## src/rtl/static_bus_ctrl.sv

```systemverilog
module static_bus_ctrl #(
  parameter int ADDR_W = 16,
  parameter int DATA_W = 32,
  parameter int NUM_CS = 6,
  parameter int WAIT_W = 4,
  localparam int SEL_W = $clog2(NUM_CS),
  localparam int BE_W  = DATA_W / 8
) (
  input  logic              clk,
  input  logic              rst_n,
  input  logic              cfg_we,
  input  logic [SEL_W-1:0]  cfg_bank,
  input  logic [WAIT_W-1:0] cfg_rd_wait,
  input  logic [WAIT_W-1:0] cfg_wr_wait,
  input  logic              req_valid,
  input  logic              req_write,
  input  logic [ADDR_W-1:0] req_addr,
  input  logic [DATA_W-1:0] req_wdata,
  input  logic [BE_W-1:0]   req_be,
  output logic              req_ready,
  output logic              done,
  output logic [DATA_W-1:0] rd_data,
  output logic [NUM_CS-1:0] mem_cs_n,
  output logic [ADDR_W-1:0] mem_addr,
  output logic              mem_oe_n,
  output logic [BE_W-1:0]   mem_we_n,
  output logic [DATA_W-1:0] mem_dout,
  output logic              mem_dout_en,
  input  logic [DATA_W-1:0] mem_din,
  input  logic              mem_wait_n
);

  typedef enum logic [2:0] {S_IDLE, S_SETUP, S_WAIT, S_STROBE, S_FINISH} state_t;

  state_t            state, nxt;
  logic [WAIT_W-1:0] rd_wait [NUM_CS];
  logic [WAIT_W-1:0] wr_wait [NUM_CS];
  logic [1:0]        sync_q;
  logic [SEL_W-1:0]  sel_q;
  logic              hit_q, wr_q;
  logic [ADDR_W-1:0] addr_q;
  logic [DATA_W-1:0] wdata_q, rdata_q;
  logic [BE_W-1:0]   be_q;
  logic [WAIT_W-1:0] cnt_q;

  wire [SEL_W-1:0]  req_sel = req_addr[ADDR_W-1 -: SEL_W];
  wire              req_hit = 32'(req_sel) < NUM_CS;
  wire [WAIT_W-1:0] req_n   = !req_hit ? '0 :
                              req_write ? wr_wait[req_sel] : rd_wait[req_sel];
  wire              stall   = ~sync_q[1];
  wire              accept  = req_valid && (state == S_IDLE);

  always_ff @(posedge clk or negedge rst_n) begin
    if (!rst_n) begin
      for (int i = 0; i < NUM_CS; i++) begin
        rd_wait[i] <= '1;
        wr_wait[i] <= '1;
      end
    end else if (cfg_we && 32'(cfg_bank) < NUM_CS) begin
      rd_wait[cfg_bank] <= cfg_rd_wait;
      wr_wait[cfg_bank] <= cfg_wr_wait;
    end
  end

  always_ff @(posedge clk or negedge rst_n) begin
    if (!rst_n) sync_q <= 2'b11;
    else        sync_q <= {sync_q[0], mem_wait_n};
  end

  always_comb begin
    nxt = state;
    case (state)
      S_IDLE:   if (req_valid) nxt = req_hit ? S_SETUP : S_FINISH;
      S_SETUP:  nxt = (cnt_q == '0 && !stall) ? S_STROBE : S_WAIT;
      S_WAIT:   if (cnt_q <= 1 && !stall) nxt = S_STROBE;
      S_STROBE: nxt = S_FINISH;
      default:  nxt = S_IDLE;
    endcase
  end

  always_ff @(posedge clk or negedge rst_n) begin
    if (!rst_n) begin
      state   <= S_IDLE;
      sel_q   <= '0;
      hit_q   <= 1'b0;
      wr_q    <= 1'b0;
      addr_q  <= '0;
      wdata_q <= '0;
      be_q    <= '0;
      cnt_q   <= '0;
      rdata_q <= '0;
    end else begin
      state <= nxt;
      if (accept) begin
        sel_q   <= req_sel;
        hit_q   <= req_hit;
        wr_q    <= req_write;
        addr_q  <= req_addr;
        wdata_q <= req_wdata;
        be_q    <= req_be;
        cnt_q   <= req_n;
        rdata_q <= '0;
      end
      if (state == S_WAIT && cnt_q != '0) cnt_q <= cnt_q - 1'b1;
      if (state == S_STROBE && !wr_q) rdata_q <= mem_din;
    end
  end

  wire on_bus    = hit_q && (state != S_IDLE);
  wire strobe_ph = hit_q && (state == S_WAIT || state == S_STROBE);

  assign req_ready   = (state == S_IDLE);
  assign done        = (state == S_FINISH);
  assign rd_data     = rdata_q;
  assign mem_cs_n    = on_bus ? ~(NUM_CS'(1) << sel_q) : '1;
  assign mem_addr    = on_bus ? addr_q : '0;
  assign mem_oe_n    = !(strobe_ph && !wr_q);
  assign mem_we_n    = (strobe_ph && wr_q) ? ~be_q : '1;
  assign mem_dout    = wdata_q;
  assign mem_dout_en = on_bus && wr_q;


  one_cs_chk: assert property (@(posedge clk) disable iff (!rst_n)
    $countones(~mem_cs_n) <= 1);


  bus_hold_chk: assert property (@(posedge clk) disable iff (!rst_n)
    (mem_cs_n != '1 && $past(mem_cs_n != '1)) |-> ($stable(mem_cs_n) && $stable(mem_addr) && $stable(mem_dout)));


  stall_hold_chk: assert property (@(posedge clk) disable iff (!rst_n)
    (state == S_WAIT && stall) |=> (state == S_WAIT));


  cs_release_chk: assert property (@(posedge clk) disable iff (!rst_n)
    (mem_cs_n == '1 && $past(mem_cs_n != '1)) |-> $past(done));


  we_gated_chk: assert property (@(posedge clk) disable iff (!rst_n)
    (mem_we_n != '1) |-> (mem_cs_n != '1 && mem_oe_n));


  done_pulse_chk: assert property (@(posedge clk) disable iff (!rst_n)
    done |=> !done);

endmodule

```

## config.mk

```make
export PLATFORM = sky130hd
export DESIGN_NAME = static_bus_ctrl
export DESIGN_NICKNAME = d
export VERILOG_FILES = /design/src/rtl/static_bus_ctrl.sv
export SDC_FILE = /design/constraint.sdc
export NUM_CORES = 1
export LEC_CHECK = 0
export BUFFER_PORTS_ARGS = -buffer_cell sky130_fd_sc_hd__buf_2
export CORE_ASPECT_RATIO = 0.5
export CORE_UTILIZATION = 55
export CTS_CLUSTER_DIAMETER = 200
export DETAILED_ROUTE_END_ITERATION = 6
export PLACE_DENSITY = 0.85
export RECOVER_POWER = 50
export REMOVE_ABC_BUFFERS = 1
export SLEW_MARGIN = 20
export SYNTH_ARGS = -nofsm -noshare
export SYNTH_HDL_FRONTEND = slang
export SYNTH_SLANG_ARGS = --single-unit
```

## constraint.sdc

```tcl
create_clock -name clk -period 3.5 [get_ports clk]
set_clock_uncertainty 0.2 [all_clocks]
set_input_delay 0.175 -clock clk [delete_from_list [all_inputs] [get_ports clk]]
set_output_delay 0.175 -clock clk [all_outputs]
set_load 0.005 [all_outputs]
```

==> results_dict.tcl, run 1 <==
set metrics [dict create \
    grt_use_total 0.294 \
    first_pass_iters 6 \
    fmax_ghz 0.357 \
    max_stage_delay_ns 0.79 \
    synth.yosys.seq_area_share 0.575 \
    p_per_area_nw_per_um2 781 \
    clock_sinks 143 \
    relSlewSlack 0.0724 \
    syn_inst 586 \
    yosys_warnings 0 \
    nets 976 \
    synth_edf_count 0 \
    final_max_slew_viol_count 0 \
    portBuffers 194 \
    ys_ff_latch 143 \
    hp-class "input port to flop" \
    grt_pass1_vias 5553 \
    drv_cap 0 \
    gr-total-overflow 0 \
    coreArea_um2 11100 \
    worstPathArrival_ns 2.43 \
    drt_iter0_markers 428 \
    grt_first_pass_wirelength_um 27400 \
    finalSetupTns_ns 0 \
    yosysUniqueCellTypes 50 \
    worstMarginPinSlew_ns 1.39 \
    synthToLayoutAreaGrowth_pct 41.0 \
    die-height_um 77.9 \
    status "finished, final reports clean" \
    switching_power_uw 2340 \
    ant_nets 0 \
    wl_um 17000 \
    cts_buffers 17 \
    min_period_ns 2.80 \
    cts_tree "yes" \
    total_leakage_power_uw 0.00430 \
    internal_power_uw 4640 \
    utilization 0.804 \
    clk_path_buf_depth 2 \
    p_sw_frac 0.335 \
    path_class "flop to output pin" \
    setup_viol 0 \
    vias 5475 \
    gp_congestion 0.800 \
    antenna_found_initial 0 \
    yosysTopAreaCellShare 0.367 \
    routed_via_density 5.31 \
    crit_required_ns 3.12 \
    netlist_top_cells_count "nand2_1 (238), dfrtp_1 (93), dfstp_2 (50)" \
    die-area_um2 12000 \
    power.sequential.fraction 0.404 \
    cts_root_buf "clkbuf_16" \
    combPwrFrac 0.323 \
    clkPwrFrac 0.274 \
    grt_max_degree 104 \
    layout-drive-gt1-share 0.350 \
    drt-wirelength-per-cell_um 16.5 \
    async_flop_share 1.00 \
    path_clk_slew_ns 0.06 \
    rows 27 \
    path_cells "nor3_4 > nor2b_1 > and2_1 > nand2_1 > buf_2" \
    crit_path_max_fanout 18 \
    postCtsSetupBuffers 0 \
    io_pins 195 \
    synth_top_cell_by_area "dfrtp_1" \
    htreeDepth 4 \
    place_hpwl_um 9610 \
    peakVddDrop_mv 0.475 \
    worstSkewPairLatency_ns 0.40 \
    crit_slowest_cell "nor2b_1" \
    yosysMostFrequentCell "nand2_1" \
    startpoint_type "flop" \
    yosys-top-cells-area "dfrtp_1 (37%), dfstp_2 (21%), nand2_1 (14%), mux2_2 (8.5%), mux4_1 (4.1%)" \
    start_util 0.570 \
    drc 0 \
    stdcell_count 1031 \
    rsz0062_at_grt "no" \
    fin_crit_sh 0.801 \
    die_w_um 154 \
    hold_viol_final 0 \
    dp.cells 900 \
    end_kind "output pin" \
    antennaDiodeCount 0 \
    synth_area_per_cell_um2 10.8 \
    ys.flop_type "dfrtp_1" \
    netlist_area_um2 6330 \
]
==> per-layer routing <==
metal	vias up	wire, um	GRT usage
li1	2528	-	-
met1	2681	6600	0.341
met2	213	8920	0.526
met3	53	833	0.0659
met4	0	620	0.132
met5	-	0	0
==> placed cells by master, fill, tap and decap left out, types with 4 or more instances in the layout <==
master,Yosys,final
dlygate4sd3_1,0,99
clkbuf_1,8,29
mux2i_1,4,4
buf_2,15,166
clkbuf_16,0,17
mux2_2,48,46
dfstp_2,50,50
nor2_1,4,4
mux4_1,10,10
dfrtp_1,93,93
nor2b_1,7,7
nand2_1,238,237
and2_1,17,17
a21oi_1,5,5
o21ai_0,33,33
buf_4,2,6
bufinv_16,0,4
==> logic make-up after synthesis <==
| group | Yosys count | share of synthesized area |
|---|---|---|
| XOR/XNOR | 1 | 0.00138 |
| AND/OR/NAND/NOR | 295 | 0.209 |
| multiplexers | 64 | 0.140 |
| AO/OA/AOI/OAI | 48 | 0.0433 |
| buffers and inverters | 33 | 0.0278 |
| flip-flops | 143 | 0.575 |
| adder cells (fa/ha/maj) | 2 | 0.00395 |
==> repair_timing <==
action / CTS / global route
resized for setup: 0 / 0
setup endpoints to repair: 0 / 0
endpoints found under the hold margin: 234 / 0
hold buffers: 99 / 0
==> final cells by class <==
type                       count  area, um^2
fill                         595        2180
timing repair buffer         299        1980
tap                          145         181
clock buffer                  21         460
sequential                   143        3640
inverter                       2        7.51
multi-input combinational    410        2500
clock inverter                11         163
==> critical path, delay by kind of cell (launching register included) <==
family / cells / cell delay [ns]
AND/OR/NAND/NOR: 4 / 1.29
flip-flops: 1 / 0.61
buffers and inverters: 1 / 0.13
==> sequential cells by signal, summed over array words and instances (netlist names) <==
register,count
wr_wait,24
rd_data,32
be_q,4
state,3
mem_dout,32
rd_wait,24
sel_q,3
cnt_q,4
hit_q,1
sync_q,2
wr_q,1
addr_q,13
==> power groups by stage <==
stage / Sequential [uW] / Combinational [uW] / Clock, uW
3_3_place_gp: 2760 / 2030 / 0
6_report: 2820 / 2250 / 1910
2_1_floorplan: 2760 / 1170 / 0
3_5_place_dp: 2800 / 2110 / 0
4_1_cts: 2780 / 2240 / 1930
5_1_grt: 2890 / 2490 / 2010
==> path summary, 6_finish.rpt <==
path,start,end,slack [ns],depth (start not counted)
worst max-delay path,state[0],mem_cs_n[3],0.70,5
worst max register to register,state[0],hit_q,1.06,5
max in group asynchronous,rst_n,rd_wait[7],1.88,3
min in group asynchronous,rst_n,rd_data[29],0.26,2
worst min-delay path,cfg_bank[1],wr_wait[7],0.13,3
worst min register to register,sync_q[0],sync_q[1],0.15,0
==> stage by stage <==
step	hold WS [ns]	worst slack [ns]	total power (uW)	area, um^2
finish	0.125	0.696	6970	8930
global route	0.120	0.507	7390	8930
CTS	0.119	0.768	6950	8990
detailed placement	0.0842	1.19	4910	7370
global placement	0.0834	1.23	4790	7370
floorplan	-0.321	0.561	3940	6170
(Power assumes the default switching activity.)
==> run 2: changes to the inputs <==
--- a/config.mk
+++ b/config.mk
@@ -5,12 +5,13 @@
 export SDC_FILE = /design/constraint.sdc
 export NUM_CORES = 1
 export LEC_CHECK = 0
+export ABC_AREA = 1
 export BUFFER_PORTS_ARGS = -buffer_cell sky130_fd_sc_hd__buf_2
 export CORE_ASPECT_RATIO = 0.5
-export CORE_UTILIZATION = 55
+export CORE_UTILIZATION = 52
 export CTS_CLUSTER_DIAMETER = 200
 export DETAILED_ROUTE_END_ITERATION = 6
-export PLACE_DENSITY = 0.85
+export PLACE_DENSITY = 0.81
 export RECOVER_POWER = 50
 export REMOVE_ABC_BUFFERS = 1
 export SLEW_MARGIN = 20
==> constraint.sdc (replaced) <==
create_clock -name clk -period 2.85 [get_ports clk]
set_clock_uncertainty 0.2 [all_clocks]
set_input_delay 0.1425 -clock clk [delete_from_list [all_inputs] [get_ports clk]]
set_output_delay 0.1425 -clock clk [all_outputs]
set_load 0.005 [all_outputs]
==> run 2 against run 1 <==
Effect of this change: register-to-register slack got worse by 0.62 ns; sequential power is 18% higher; setup slack worse by 0.26 ns; largest cell class unchanged; die area up 7.4%; via count is 16% higher; non-clock buffer count fell by 4; clock power is 19% higher; critical endpoint is now rd_data[13]; utilization is 5.3 points lower; global-route usage decreased by 0.22 points; total power up 21%; combinational power up 25%.
==> results_dict.tcl, run 2 <==
set metrics [dict create \
    synth_top_family_by_area "simple AND/OR/NAND/NOR gates" \
    fin_crit_sh 0.846 \
    grt_first_pass_wirelength_um 29200 \
    end_kind "flop" \
    ctsHoldBuffers 96 \
    first_pass_iters 6 \
    ys_ff_latch 143 \
    drc 0 \
    antenna_found_initial 0 \
    portBuffers 194 \
    status "finished, final reports clean" \
    yosys_warnings 0 \
    routed_via_density 5.19 \
    yosys-top-cells-area "dfrtp_1 (36%), dfstp_2 (20%), nand2_1 (17%), nand3_1 (7.9%), o21ai_0 (4.9%)" \
    final_max_slew_viol_count 0 \
    yosysTopAreaCellShare 0.361 \
    register_area_um2 3640 \
    grt_max_degree 94 \
    relSlewSlack 0.374 \
    io_pins 195 \
    synth_compound_area_frac 0.0610 \
    total_power_uw 8420 \
    worstSkewPairLatency_ns 0.42 \
    path_cells "inv_1 > nand3_4 > nor2_4 > clkinv_2 > nand3_1 > nand2_1" \
    coreArea_um2 11900 \
    synth_area_per_cell_um2 8.31 \
    peakVddDrop_mv 0.548 \
    hp-class "input port to flop" \
    final_common_cell "nand2_1" \
    rows 28 \
    synthAdderAreaFrac 0.00388 \
    antennaDiodeCount 0 \
    die-height_um 80.7 \
    syn_inst 775 \
    postCtsSetupBuffers 0 \
    cts_buffers 17 \
    synth-simple-area-share 0.289 \
    netlist_top_cells_count "nand2_1 (284), nand3_1 (102), dfrtp_1 (93)" \
    path_clk_slew_ns 0.06 \
    cts-resized-gates 0 \
    synth.yosys.seq_area_share 0.565 \
    nets 1153 \
    yosysUniqueCellTypes 34 \
    p_per_area_nw_per_um2 939 \
    grt_pass1_vias 6170 \
    multi_input_area_um2 2300 \
    drt-wirelength-per-cell_um 15.1 \
    die_w_um 159 \
    drt_iter0_markers 493 \
    cts_tree "yes" \
    gr-total-overflow 0 \
    crit_required_ns 2.93 \
    rsz0062_at_grt "no" \
    synthXorXnorAreaFrac 0.00272 \
    setup_viol 0 \
    crit_path_max_fanout 68 \
    min_period_ns 2.41 \
    drv_cap 0 \
    vias 6372 \
    max_stage_delay_ns 0.71 \
    synth_top_cell_by_area "dfrtp_1" \
    fmax_ghz 0.415 \
    final_cell_mix "nand2_1 (284), buf_2 (145), nand3_1 (102), dlygate4sd3_1 (96), dfrtp_1 (93)" \
    startpoint_type "flop" \
    crit_slowest_cell "clkinv_2" \
    start_util 0.539 \
    async_flop_share 1.00 \
    ys.flop_type "dfrtp_1" \
    worstPathArrival_ns 2.50 \
    hold_viol_final 0 \
    die-area_um2 12900 \
    netlist_area_um2 6440 \
    wl_um 18500 \
    finalSetupTns_ns 0 \
    place_hpwl_um 10400 \
    synth_mux_area_frac 0 \
    clk_path_buf_depth 2 \
    layout-drive-gt1-share 0.230 \
    yosysMostFrequentCell "nand2_1" \
    htreeDepth 4 \
    gp_congestion 0.861 \
    worstMarginPinSlew_ns 0.939 \
    synthToLayoutAreaGrowth_pct 39.2 \
    cts_root_buf "clkbuf_16" \
    ant_nets 0 \
    total_leakage_power_uw 0.00460 \
    clock_sinks 143 \
    path_class "flop to flop" \
    grt_use_total 0.292 \
    nFillCells 852 \
    synth_edf_count 0 \
]
## run 2: cell count changes in the layout (fill, tap and decap cells not counted), moves of 6 or more
cell and change:
nor2b_1 -7, mux4_1 -10, and2_1 -17, o21ai_0 +30, clkbuf_1 +19, nand2_1 +47
inv_2 +6, o21ai_1 +6, buf_2 -21, nor2_1 +34, inv_1 +61, nand3_1 +100
mux2_2 -46
## run 2: kinds of logic (layout without fill, tap and decap cells)
logic type,Yosys count,after routing
simple gates,441,441
flops,143,143
buf+inv,110,398
compound gates,77,77
fa+ha+maj,2,2
xor+xnor,2,2
## run 2: cell type report
cell class,count,area share
well taps,165,0.0230
clock buffers,22,0.0590
multi-input cells,522,0.256
flip-flops and latches,143,0.406
repair buffers,295,0.215
clock inverters,10,0.0106
inverters,71,0.0299
## run 2: worst paths after layout
path | from | end | slack [ns] | cells after the start
min | req_addr[13] | sel_q[0] | 0.08 | 4
max in group asynchronous | rst_n | rd_data[2] | 1.40 | 3
max | state[2] | rd_data[13] | 0.44 | 6
min reg2reg | sync_q[0] | sync_q[1] | 0.16 | 0
max reg2reg | state[2] | rd_data[13] | 0.44 | 6
min in group asynchronous | rst_n | mem_dout[5] | 0.21 | 2
## run 2: stage by stage
stage                     utilization  hold slack, ns  std cells  worst slack (ns)  area (um^2)
after CTS                       0.756          0.0673       1228             0.542         9030
final                           0.751          0.0778       1228             0.438         8970
after detailed placement        0.623          0.0508       1100             0.783         7440
after global routing            0.751          0.0738       1228             0.315         8970
after floorplan                     -          -0.353        736             0.225         6210
after global placement          0.623          0.0495       1100             0.867         7440
## run 2: metal layers
layer / share of wire / wire length, um / vias to the layer above / GRT usage
met1: 0.41 / 7550 / 3024 / 0.342
met5: 0 / 0 / - / 0
met2: 0.50 / 9340 / 296 / 0.520
li1: - / - / 2993 / -
met4: 0.031 / 579 / 0 / 0.138
met3: 0.056 / 1040 / 59 / 0.0682
## run 2: worst max-delay path: cells and delay by family, from the launching register on
| family | cells | cell delay [ns] |
|---|---|---|
| buf+inv | 2 | 0.91 |
| flops | 1 | 0.42 |
| simple gates | 4 | 0.73 |
## run 2: where the power goes
group / leakage (uW) / internal, uW / switching [uW] / total (uW)
clock network: 0.000311 / 1420 / 868 / 2280
registers: 0.00171 / 2880 / 436 / 3320
logic: 0.00258 / 1040 / 1780 / 2820
